==> config.mk <==
export PLATFORM = sky130hd
export DESIGN_NAME = bkpt_ctl_access_gate
export DESIGN_NICKNAME = d
export VERILOG_FILES = /design/src/rtl/bkpt_gate_pkg.sv /design/src/rtl/bkpt_access_decider.sv /design/src/rtl/bkpt_ctl_regfile.sv /design/src/rtl/bkpt_ctl_access_gate.sv
export SDC_FILE = /design/constraint.sdc
export NUM_CORES = 1
export LEC_CHECK = 0
export ABC_AREA = 1
export CAP_MARGIN = 0
export CORE_MARGIN = 1
export CORE_UTILIZATION = 56
export CTS_BUF_LIST = sky130_fd_sc_hd__clkbuf_4 sky130_fd_sc_hd__clkbuf_8
export CTS_CLUSTER_DIAMETER = 40
export DETAILED_ROUTE_END_ITERATION = 10
export PLACE_DENSITY = 0.9
export SYNTH_ARGS = -nofsm -noshare
export SYNTH_HDL_FRONTEND = slang
export SYNTH_HIERARCHICAL = 1
export SYNTH_SLANG_ARGS = --single-unit
==> constraint.sdc <==
create_clock -name clk -period 6.25 [get_ports clk]
set_input_delay 1.5625 -clock clk [delete_from_list [all_inputs] [get_ports clk]]
set_output_delay 1.5625 -clock clk [all_outputs]
set_load 0.02 [all_outputs]
==> src/rtl/bkpt_gate_pkg.sv <==
package bkpt_gate_pkg;
  localparam int KIND_W   = 6;
  localparam int K_DO     = 0;
  localparam int K_UNDEF  = 1;
  localparam int K_TRAP2  = 2;
  localparam int K_HYP    = 3;
  localparam int K_TRAP3  = 4;
  localparam int K_HALT   = 5;
  localparam int SYN_W    = 6;
  localparam logic [SYN_W-1:0] TRAP_CLASS = 6'h05;

  typedef struct packed {
    logic el3_present;
    logic el3_is32;
    logic el3_undef_prio;
    logic el3_undef_req;
    logic el3_dbg_trap;
    logic el2_enabled;
    logic el2_is32;
    logic el2_trap_a;
    logic el2_trap_b;
    logic os_lock;
    logic halt_allowed;
    logic ext_dbg_trap;
  } gate_cfg_t;
endpackage

==> src/rtl/bkpt_access_decider.sv <==
module bkpt_access_decider
  import bkpt_gate_pkg::*;
(
  input  gate_cfg_t         cfg,
  input  logic [1:0]        el,
  input  logic              idx_ok,
  output logic [KIND_W-1:0] kind
);
  logic el3_wide, el3_prio_undef, el3_trap, el2_hit, halt_hit, low_el;

  always_comb begin
    el3_wide       = cfg.el3_present & ~cfg.el3_is32;
    el3_prio_undef = el3_wide & cfg.el3_undef_prio & cfg.el3_dbg_trap;
    el3_trap       = el3_wide & cfg.el3_dbg_trap;
    el2_hit        = cfg.el2_enabled & (cfg.el2_trap_a | cfg.el2_trap_b);
    halt_hit       = ~cfg.os_lock & cfg.halt_allowed & cfg.ext_dbg_trap;
    low_el         = (el != 2'd3);
    kind           = '0;
    if (!idx_ok || el == 2'd0)                      kind[K_UNDEF] = 1'b1;
    else if (low_el && el3_prio_undef)              kind[K_UNDEF] = 1'b1;
    else if (el == 2'd1 && el2_hit && !cfg.el2_is32) kind[K_TRAP2] = 1'b1;
    else if (el == 2'd1 && el2_hit && cfg.el2_is32)  kind[K_HYP]   = 1'b1;
    else if (low_el && el3_trap) begin
      if (cfg.el3_undef_req)                        kind[K_UNDEF] = 1'b1;
      else                                          kind[K_TRAP3] = 1'b1;
    end
    else if (halt_hit)                              kind[K_HALT]  = 1'b1;
    else                                            kind[K_DO]    = 1'b1;
  end
endmodule

==> src/rtl/bkpt_ctl_regfile.sv <==
module bkpt_ctl_regfile #(
  parameter int NUM_BKPT = 6,
  parameter int IDX_W    = 4,
  parameter int DATA_W   = 32,
  parameter logic [DATA_W-1:0] WR_MASK = 32'h00FF_E1E7
) (
  input  logic              clk,
  input  logic              rst_n,
  input  logic              wr_en,
  input  logic [IDX_W-1:0]  idx,
  input  logic [DATA_W-1:0] wr_data,
  output logic [DATA_W-1:0] rd_word
);
  logic [DATA_W-1:0] mem_q [NUM_BKPT];
  logic [DATA_W-1:0] mem_d [NUM_BKPT];

  always_comb begin
    for (int i = 0; i < NUM_BKPT; i++) begin
      mem_d[i] = mem_q[i];
      if (wr_en && idx == IDX_W'(i)) mem_d[i] = wr_data & WR_MASK;
    end
  end

  always_ff @(posedge clk or negedge rst_n) begin
    if (!rst_n) begin
      for (int i = 0; i < NUM_BKPT; i++) mem_q[i] <= '0;
    end else if (wr_en) begin
      for (int i = 0; i < NUM_BKPT; i++) mem_q[i] <= mem_d[i];
    end
  end

  always_comb begin
    rd_word = '0;
    for (int i = 0; i < NUM_BKPT; i++) begin
      if (idx == IDX_W'(i)) rd_word = mem_q[i];
    end
  end
endmodule

==> src/rtl/bkpt_ctl_access_gate.sv <==
module bkpt_ctl_access_gate
  import bkpt_gate_pkg::*;
#(
  parameter int NUM_BKPT = 6,
  parameter int IDX_W    = 4,
  parameter int DATA_W   = 32,
  parameter logic [DATA_W-1:0] WR_MASK = 32'h00FF_E1E7
) (
  input  logic              clk,
  input  logic              rst_n,
  input  logic              req_valid,
  input  logic              req_write,
  input  logic [1:0]        req_el,
  input  logic [IDX_W-1:0]  req_idx,
  input  logic [DATA_W-1:0] req_wdata,
  input  logic              el3_present,
  input  logic              el3_is32,
  input  logic              el3_undef_prio,
  input  logic              el3_undef_req,
  input  logic              el3_dbg_trap,
  input  logic              el2_enabled,
  input  logic              el2_is32,
  input  logic              el2_trap_a,
  input  logic              el2_trap_b,
  input  logic              os_lock,
  input  logic              halt_allowed,
  input  logic              ext_dbg_trap,
  output logic              resp_valid,
  output logic [KIND_W-1:0] resp_kind,
  output logic [SYN_W-1:0]  resp_syndrome,
  output logic [DATA_W-1:0] resp_rdata
);
  localparam int RST_STAGES = 2;

  // reset: asserted asynchronously, released on the clock
  logic [RST_STAGES-1:0] rst_pipe_q;
  logic                  rst_q_n;
  always_ff @(posedge clk or negedge rst_n) begin
    if (!rst_n) rst_pipe_q <= '0;
    else        rst_pipe_q <= {rst_pipe_q[RST_STAGES-2:0], 1'b1};
  end
  assign rst_q_n = rst_pipe_q[RST_STAGES-1];

  gate_cfg_t         cfg;
  logic              idx_ok;
  logic [KIND_W-1:0] kind;
  logic              do_write, do_read, is_trap;
  logic [DATA_W-1:0] rd_word;

  assign cfg = '{el3_present, el3_is32, el3_undef_prio, el3_undef_req,
                 el3_dbg_trap, el2_enabled, el2_is32, el2_trap_a,
                 el2_trap_b, os_lock, halt_allowed, ext_dbg_trap};
  assign idx_ok = (int'(req_idx) < NUM_BKPT);

  bkpt_access_decider u_decide (
    .cfg    (cfg),
    .el     (req_el),
    .idx_ok (idx_ok),
    .kind   (kind)
  );

  assign do_write = req_valid &  req_write & kind[K_DO];
  assign do_read  = req_valid & ~req_write & kind[K_DO];
  assign is_trap  = kind[K_TRAP2] | kind[K_HYP] | kind[K_TRAP3];

  bkpt_ctl_regfile #(
    .NUM_BKPT (NUM_BKPT),
    .IDX_W    (IDX_W),
    .DATA_W   (DATA_W),
    .WR_MASK  (WR_MASK)
  ) u_regs (
    .clk     (clk),
    .rst_n   (rst_q_n),
    .wr_en   (do_write),
    .idx     (req_idx),
    .wr_data (req_wdata),
    .rd_word (rd_word)
  );

  // response stage: next-state, then register
  logic              valid_d;
  logic [KIND_W-1:0] kind_d;
  logic [SYN_W-1:0]  syn_d;
  logic [DATA_W-1:0] rdata_d;

  always_comb begin
    valid_d = req_valid;
    kind_d  = req_valid ? kind : '0;
    syn_d   = (req_valid && is_trap) ? TRAP_CLASS : '0;
    rdata_d = do_read ? rd_word : '0;
  end

  always_ff @(posedge clk or negedge rst_q_n) begin
    if (!rst_q_n) begin
      resp_valid    <= 1'b0;
      resp_kind     <= '0;
      resp_syndrome <= '0;
      resp_rdata    <= '0;
    end else begin
      resp_valid    <= valid_d;
      resp_kind     <= kind_d;
      resp_syndrome <= syn_d;
      resp_rdata    <= rdata_d;
    end
  end
endmodule

# Yosys cells after proc, flatten, opt, wreduce, memory -nomap -nowiden
# Cells that the tools add are included.
dict set report totals {
  elab_cells 88
  out_inout_bits 45
  reg_bits 152
}
dict set report op_classes {
  n_reduce_logical 23
  n_bitwise 17
  eq_ne 7
  mux 29
  magnitude_cmp 1
}
# op n
set op_table {}
lappend op_table {{$mux W24} 6}
lappend op_table {{$mux W32} 1}
lappend op_table {{$mux W1} 14}
lappend op_table {{$logic_and A1 B1 Y1} 12}
lappend op_table {{$reduce_and A2 Y1} 6}
lappend op_table {{$and A1 B1 Y1} 11}
lappend op_table {{$eq A4 B2 Y1 const B} 2}
lappend op_table {{$eq A4 B3 Y1 const B} 2}
lappend op_table {{$mux W4} 2}
lappend op_table {{$mux W2} 3}
lappend op_table {{$mux W3} 2}
lappend op_table {{$mux W6} 1}
lappend op_table {{$eq A4 B1 Y1 const B} 1}
lappend op_table {{$logic_not A4 Y1} 1}
lappend op_table {{$lt A4 B3 Y1 const B} 1}
lappend op_table {{$not A1 Y1} 3}
lappend op_table {{$or A1 B1 Y1} 3}
lappend op_table {{$eq A2 B1 Y1 const B} 1}
lappend op_table {{$logic_not A1 Y1} 2}
lappend op_table {{$logic_not A2 Y1} 1}
lappend op_table {{$ne A2 B2 Y1 const B} 1}
lappend op_table {{$logic_or A1 B1 Y1} 1}

# Depth between registers and ports, before layout
dict set report depth {
  word_depth 13
  ltp_mapped 13
  depth_no_buf 10
}

# Cells and area by module
# The synthesis kept the hierarchy.
# module area_per_inst_um2 cells_each n_inst seq_area_each_um2
set modules_own_cells {}
lappend modules_own_cells {bkpt_ctl_regfile 5051.1 593 1 2702.6}
lappend modules_own_cells {bkpt_ctl_access_gate 1540.2 133 1 1051.0}
lappend modules_own_cells {bkpt_access_decider 168.9 38 1 0.0}

# Worst setup path before layout
# No wires, ideal clock.
dict set report synth_timing {
  path_kind {input to register}
  from {input req_idx[1]}
  to {register u_regs/mem_q[46] (netlist bit)}
  slack_ns 3.025
  arrival_time_ns 3.106
  cell_stages 12
  path_buffers 3
  setup_ns 0.119
  path_cell_list {a21oi_1 o21a_1 nand2_1 nor2_1 nand2_1 nor2_1 buf_2 and3_1 buf_6 buf_6 nand2_1 o21a_1}
}
dict set report synth_via {
  elab_chain_cells 7
  word_cells_on_any_way 8
  cone_classes {order compare: 1; eq/ne: 1; mux: 1; bitwise: 1; reduce/logical: 4}
}
# element line
set synth_lines {}
lappend synth_lines {{start: declaration} bkpt_ctl_access_gate.sv:14} ;# input logic [IDX_W-1:0] req_idx,
lappend synth_lines {{$lt A4 B3 Y1 *} bkpt_ctl_access_gate.sv:53} ;# assign idx_ok = (int'(req_idx) < NUM_BKPT);
lappend synth_lines {{$logic_not A1 Y1 *} bkpt_access_decider.sv:19} ;# if (!idx_ok || el == 2'd0) kind[K_UNDEF] = 1'b1;
lappend synth_lines {{$logic_or A1 B1 Y1 *} bkpt_access_decider.sv:19}
lappend synth_lines {{$mux W1 *} bkpt_access_decider.sv:19}
lappend synth_lines {{named net kind[0]} bkpt_ctl_access_gate.sv:46} ;# logic [KIND_W-1:0] kind;
lappend synth_lines {{$and A1 B1 Y1 *} bkpt_ctl_access_gate.sv:62} ;# assign do_write = req_valid & req_write & kind[K_DO];
lappend synth_lines {{named net do_write} bkpt_ctl_access_gate.sv:47} ;# logic do_write, do_read, is_trap;
lappend synth_lines {{$logic_and A1 B1 Y1} bkpt_ctl_regfile.sv:20} ;# if (wr_en && idx == IDX_W'(i)) mem_d[i] = wr_data & WR_MASK;
lappend synth_lines {{$reduce_and A2 Y1 (no line) *} -}
lappend synth_lines {{end: declaration} bkpt_ctl_regfile.sv:14} ;# logic [DATA_W-1:0] mem_q [NUM_BKPT];
# The timed path passes the listed nets; every way through them passes the cells marked *.
# A chain may end at the register's enable or synchronous reset.

# Worst setup path in the final report
dict set report layout_timing {
  from {input req_idx[2]}
  to {register u_regs/mem_q[39] (netlist bit)}
}
dict set report layout_via {
  elab_chain_cells 7
  word_cells_on_any_way 8
  cone_classes {order compare: 1; eq/ne: 1; mux: 1; bitwise: 1; reduce/logical: 4}
}
# element line
set layout_lines {}
lappend layout_lines {{$lt A4 B3 Y1 *} bkpt_ctl_access_gate.sv:53}
lappend layout_lines {{named net idx_ok} bkpt_ctl_access_gate.sv:45} ;# logic idx_ok;
lappend layout_lines {{$logic_not A1 Y1 *} bkpt_access_decider.sv:19}
lappend layout_lines {{$logic_or A1 B1 Y1 *} bkpt_access_decider.sv:19}
lappend layout_lines {{$mux W1 *} bkpt_access_decider.sv:19}
lappend layout_lines {{named net kind[0]} bkpt_ctl_access_gate.sv:46}
lappend layout_lines {{$and A1 B1 Y1 *} bkpt_ctl_access_gate.sv:62}
lappend layout_lines {{named net do_write} bkpt_ctl_access_gate.sv:47}
lappend layout_lines {{$logic_and A1 B1 Y1} bkpt_ctl_regfile.sv:20}
lappend layout_lines {{$reduce_and A2 Y1 (no line) *} -}
# Marks and branches as above.

==> metrics.md <==
| Metric | Value |
|---|---|
| Synth Cell Area | `0.00676 mm²` |
| Worst stage delay on the critical path | `0.52 ns` |
| Post-route DRC violation count | `10` |
| Wire per inst | `14.5 µm` |
| Endpoints failing hold | `0` |
| Min-delay src | `rst_pipe_q[0]` |
| CP Launch Type | `input pin` |
| Status | `finished with violations` |
| Post-synth ARST share | `100%` |
| RSZ-0062 raised after global routing | `no` |
| H-tree depth | `4` |
| Final min period | `3.96 ns` |
| Die Span X | `112 µm` |
| Setup violators final | `0` |
| Post-Layout Inst Area | `0.00782 mm²` |
| Hold EP | `rst_pipe_q[1]` |
| Post_cts resized | `0` |
| Buffers on Ports | `80` |
| Pwr dens | `251 mW/mm²` |
| Post-CTS Setup Bufs | `0` |
| Avg Cell Area, Syn | `8.85 µm²` |
| Worst R2R End | `u_regs/mem_q[117]` |
| Total Wirelength | `14,300 µm` |
| Core ar. | `0.0116 mm²` |
| Setup TNS | `0 ns` |
| CTS buffer count | `17` |
| Clock skew | `0.0188 ns` |
| Reg-to-Reg Start | `rst_pipe_q[1]` |
| Combinational power share | `9.1%` |
| GP Congestion | `0.767` |
| Crit-path cells | `clkdlybuf4s50_1 > a21oi_1 > o21a_1 > nand2_1 > nor2_1 > nand2_1 > nor2_1 > buf_4 > and3_1 > buf_4 > nand2_1 > o21a_1` |
| Share of the synthesized area in the top cell type | `55.5%` |
| Reg2Reg Depth | `1` |
| Gr usage total | `24.5%` |
| Leakage | `3.66 nW` |
| Clock-pin slew on the worst setup and hold paths | `0.09 ns` |
| Number of global-route vias before repair | `4,975` |
| Ant. Diodes | `0` |
| Register area share after synthesis | `55.5%` |
| Maxcap violations | `0` |
| Slew HR | `35.0%` |
| Share of cells above drive strength 1 | `10.1%` |
| First-pass GRT wire length | `23,900 µm` |
| Pin count of the biggest net entering global routing | `77` |
| Failing checks | `design-rule violations` |
| CP dominant cell by count | `nand2_1` |
| Initial Utilization | `58.2%` |
| Post-synth EDFFs | `0` |
| Die Ht | `112 µm` |
| Grt ovf | `0` |
| Synth cell types | `26` |
| Crit path kind | `input pin to flop` |
| Area delta synth->final | `15.7%` |
| Switching fraction of total power | `27.2%` |
| CP Max Fanout | `28` |
| Crit. End Element | `flop` |
| Top cells by area, synth | `dfrtp_1 (56%), nand2_1 (10%), nand3_1 (6.2%)` |
| Flops & latches, synth | `150` |
| Worst slew pin tran | `0.974 ns` |
| Power Total | `0.00196 W` |
| Yosys warns | `6` |
| Layout Nets | `880` |
| Die ar. | `0.0125 mm²` |
| Io pins | `99` |
| Psw | `0.000534 W` |
| Top FF cell, synth | `dfrtp_1` |
| Mapped Cells | `764` |
| CP required | `6.58 ns` |
| Post-DP HPWL | `8880 µm` |
| Pint | `0.00143 W` |
| Clock Sinks | `150` |
| Synth cell count leaders | `nand2_1 (180), dfrtp_1 (150), nand3_1 (84), inv_1 (78), o21ai_1 (66)` |
| Antenna-violating nets left | `0` |
| Initial antenna violation count | `0` |
| Maximum vdd ir drop | `0.200 mV` |
| Clock latency at the later pin of the worst-skew pair | `0.45 ns` |
| Via/cell ratio | `5.37` |
| Post-CTS Hold Fix Bufs | `0` |
| Clock Power Share | `36.0%` |
| Filler cells | `927` |
| Final period utilization | `63.4%` |
| Worst min-delay path category | `flop to flop` |
| WHS Path Cells | `0` |
| Fmax | `252 MHz` |
| Flop pwr share | `54.9%` |
| CTS Buffer Depth | `2` |
| CTS tree | `built` |
| Post-DP Area | `0.00745 mm²` |
| Critical Path Slowest Stage Cell | `clkdlybuf4s50_1` |
| WP data arrival | `4.29 ns` |
| Cell with the most instances after synthesis | `nand2_1` |
| CTS root buf | `clkbuf_8` |
| Number of DRC markers in iteration 0 | `484` |
| R2R setup slack | `4.32 ns` |
| DR pass1 iterations | `10` |
| Final Max Slew Viols | `0` |
| Rows | `39` |
| Area leader, netlist | `dfrtp_1` |
| Core Util, Final | `67.3%` |
| Via count | `5,271` |
## worst max path at each step
stage          cells past startpoint          endpoint  slack (ns)           from
2_1_floorplan                      0      resp_kind[0]        1.76  rst_pipe_q[1]
3_3_place_gp                      12  u_regs/mem_q[55]        1.95     req_idx[2]
3_5_place_dp                      12  u_regs/mem_q[39]        1.88     req_idx[2]
4_1_cts                           12  u_regs/mem_q[39]        2.33     req_idx[2]
5_1_grt                           12  u_regs/mem_q[53]        2.12     req_idx[2]
6_report                          12  u_regs/mem_q[39]        2.29     req_idx[2]
## metrics by stage
| stage | hold WS, ns | cells | setup slack (ns) |
|---|---|---|---|
| after global placement | 0.339 | 950 | 1.95 |
| after detailed placement | 0.346 | 950 | 1.88 |
| after CTS | 0.370 | 982 | 2.33 |
| final | 0.369 | 982 | 2.29 |
| after floorplan | 0.331 | 780 | 1.76 |
| after global routing | 0.380 | 982 | 2.12 |
## state kept, by name, indices dropped and copies added (netlist names)
register and count:
resp_kind 6, resp_rdata 32, resp_syndrome 1, resp_valid 1
rst_pipe_q 2, u_regs/mem_q 108
## power by group through the flow
stage	Combinational [W]	Sequential (W)	Clock, W
final	0.000179	0.00108	0.000707
after global routing	0.000199	0.00109	0.000767
after CTS	0.000178	0.00108	0.000717
after detailed placement	0.000177	0.00110	0
after global placement	0.000170	0.00109	0
after floorplan	0.000116	0.00110	0
## placed cells by master, fill, tap and decap left out
cell,n
a21oi_1,1
and2_1,1
and3_1,1
buf_4,6
bufinv_16,1
clkbuf_8,17
clkdlybuf4s50_1,80
clkinv_1,1
clkinv_2,2
clkinv_4,3
clkinvlp_4,3
conb_1,19
dfrtp_1,149
dfrtp_4,1
inv_1,78
inv_2,2
inv_6,6
nand2_1,180
nand2_2,1
nand2_4,1
nand3_1,84
nand3_2,1
nand3_4,4
nand4_1,13
nor2_1,38
nor2_2,31
nor2_4,5
nor3_2,1
o21a_1,19
o21ai_0,24
o21ai_1,66
## per-layer routing
metal	track usage (%)	up-vias	wire length, µm
met5	0	-	0
met4	10.4	0	193
met3	3.81	24	1040
met2	40.8	242	7130
met1	32.0	2488	5900
li1	-	2517	-
## cells by family (layout without fill, tap and decap cells)
family	count (synthesis)	count (layout)	synth area share, %
AOI/OAI and AO/OA	110	110	8.85
buffers and inverters	140	199	10.6
DFF	150	150	55.5
other	3	19	0.167
and+or+nand+nor	361	361	24.9
## cell type report
| class | count | area (µm²) | area share (%) |
|---|---|---|---|
| tap | 143 | 179 | 2.29 |
| multi-input combinational | 490 | 2360 | 30.2 |
| inverter | 81 | 304 | 3.89 |
| sequential | 150 | 3760 | 48.0 |
| clock buffer | 17 | 234 | 2.99 |
| timing repair buffer | 86 | 846 | 10.8 |
| clock inverter | 15 | 141 | 1.81 |
## worst max-delay path: cells and delay by family
kind	cells	cell delay [ns]
AO/OA/AOI/OAI	3	0.55
buffers and inverters	3	1.11
AND/OR/NAND/NOR	6	1.05
(Power assumes the default switching activity.)
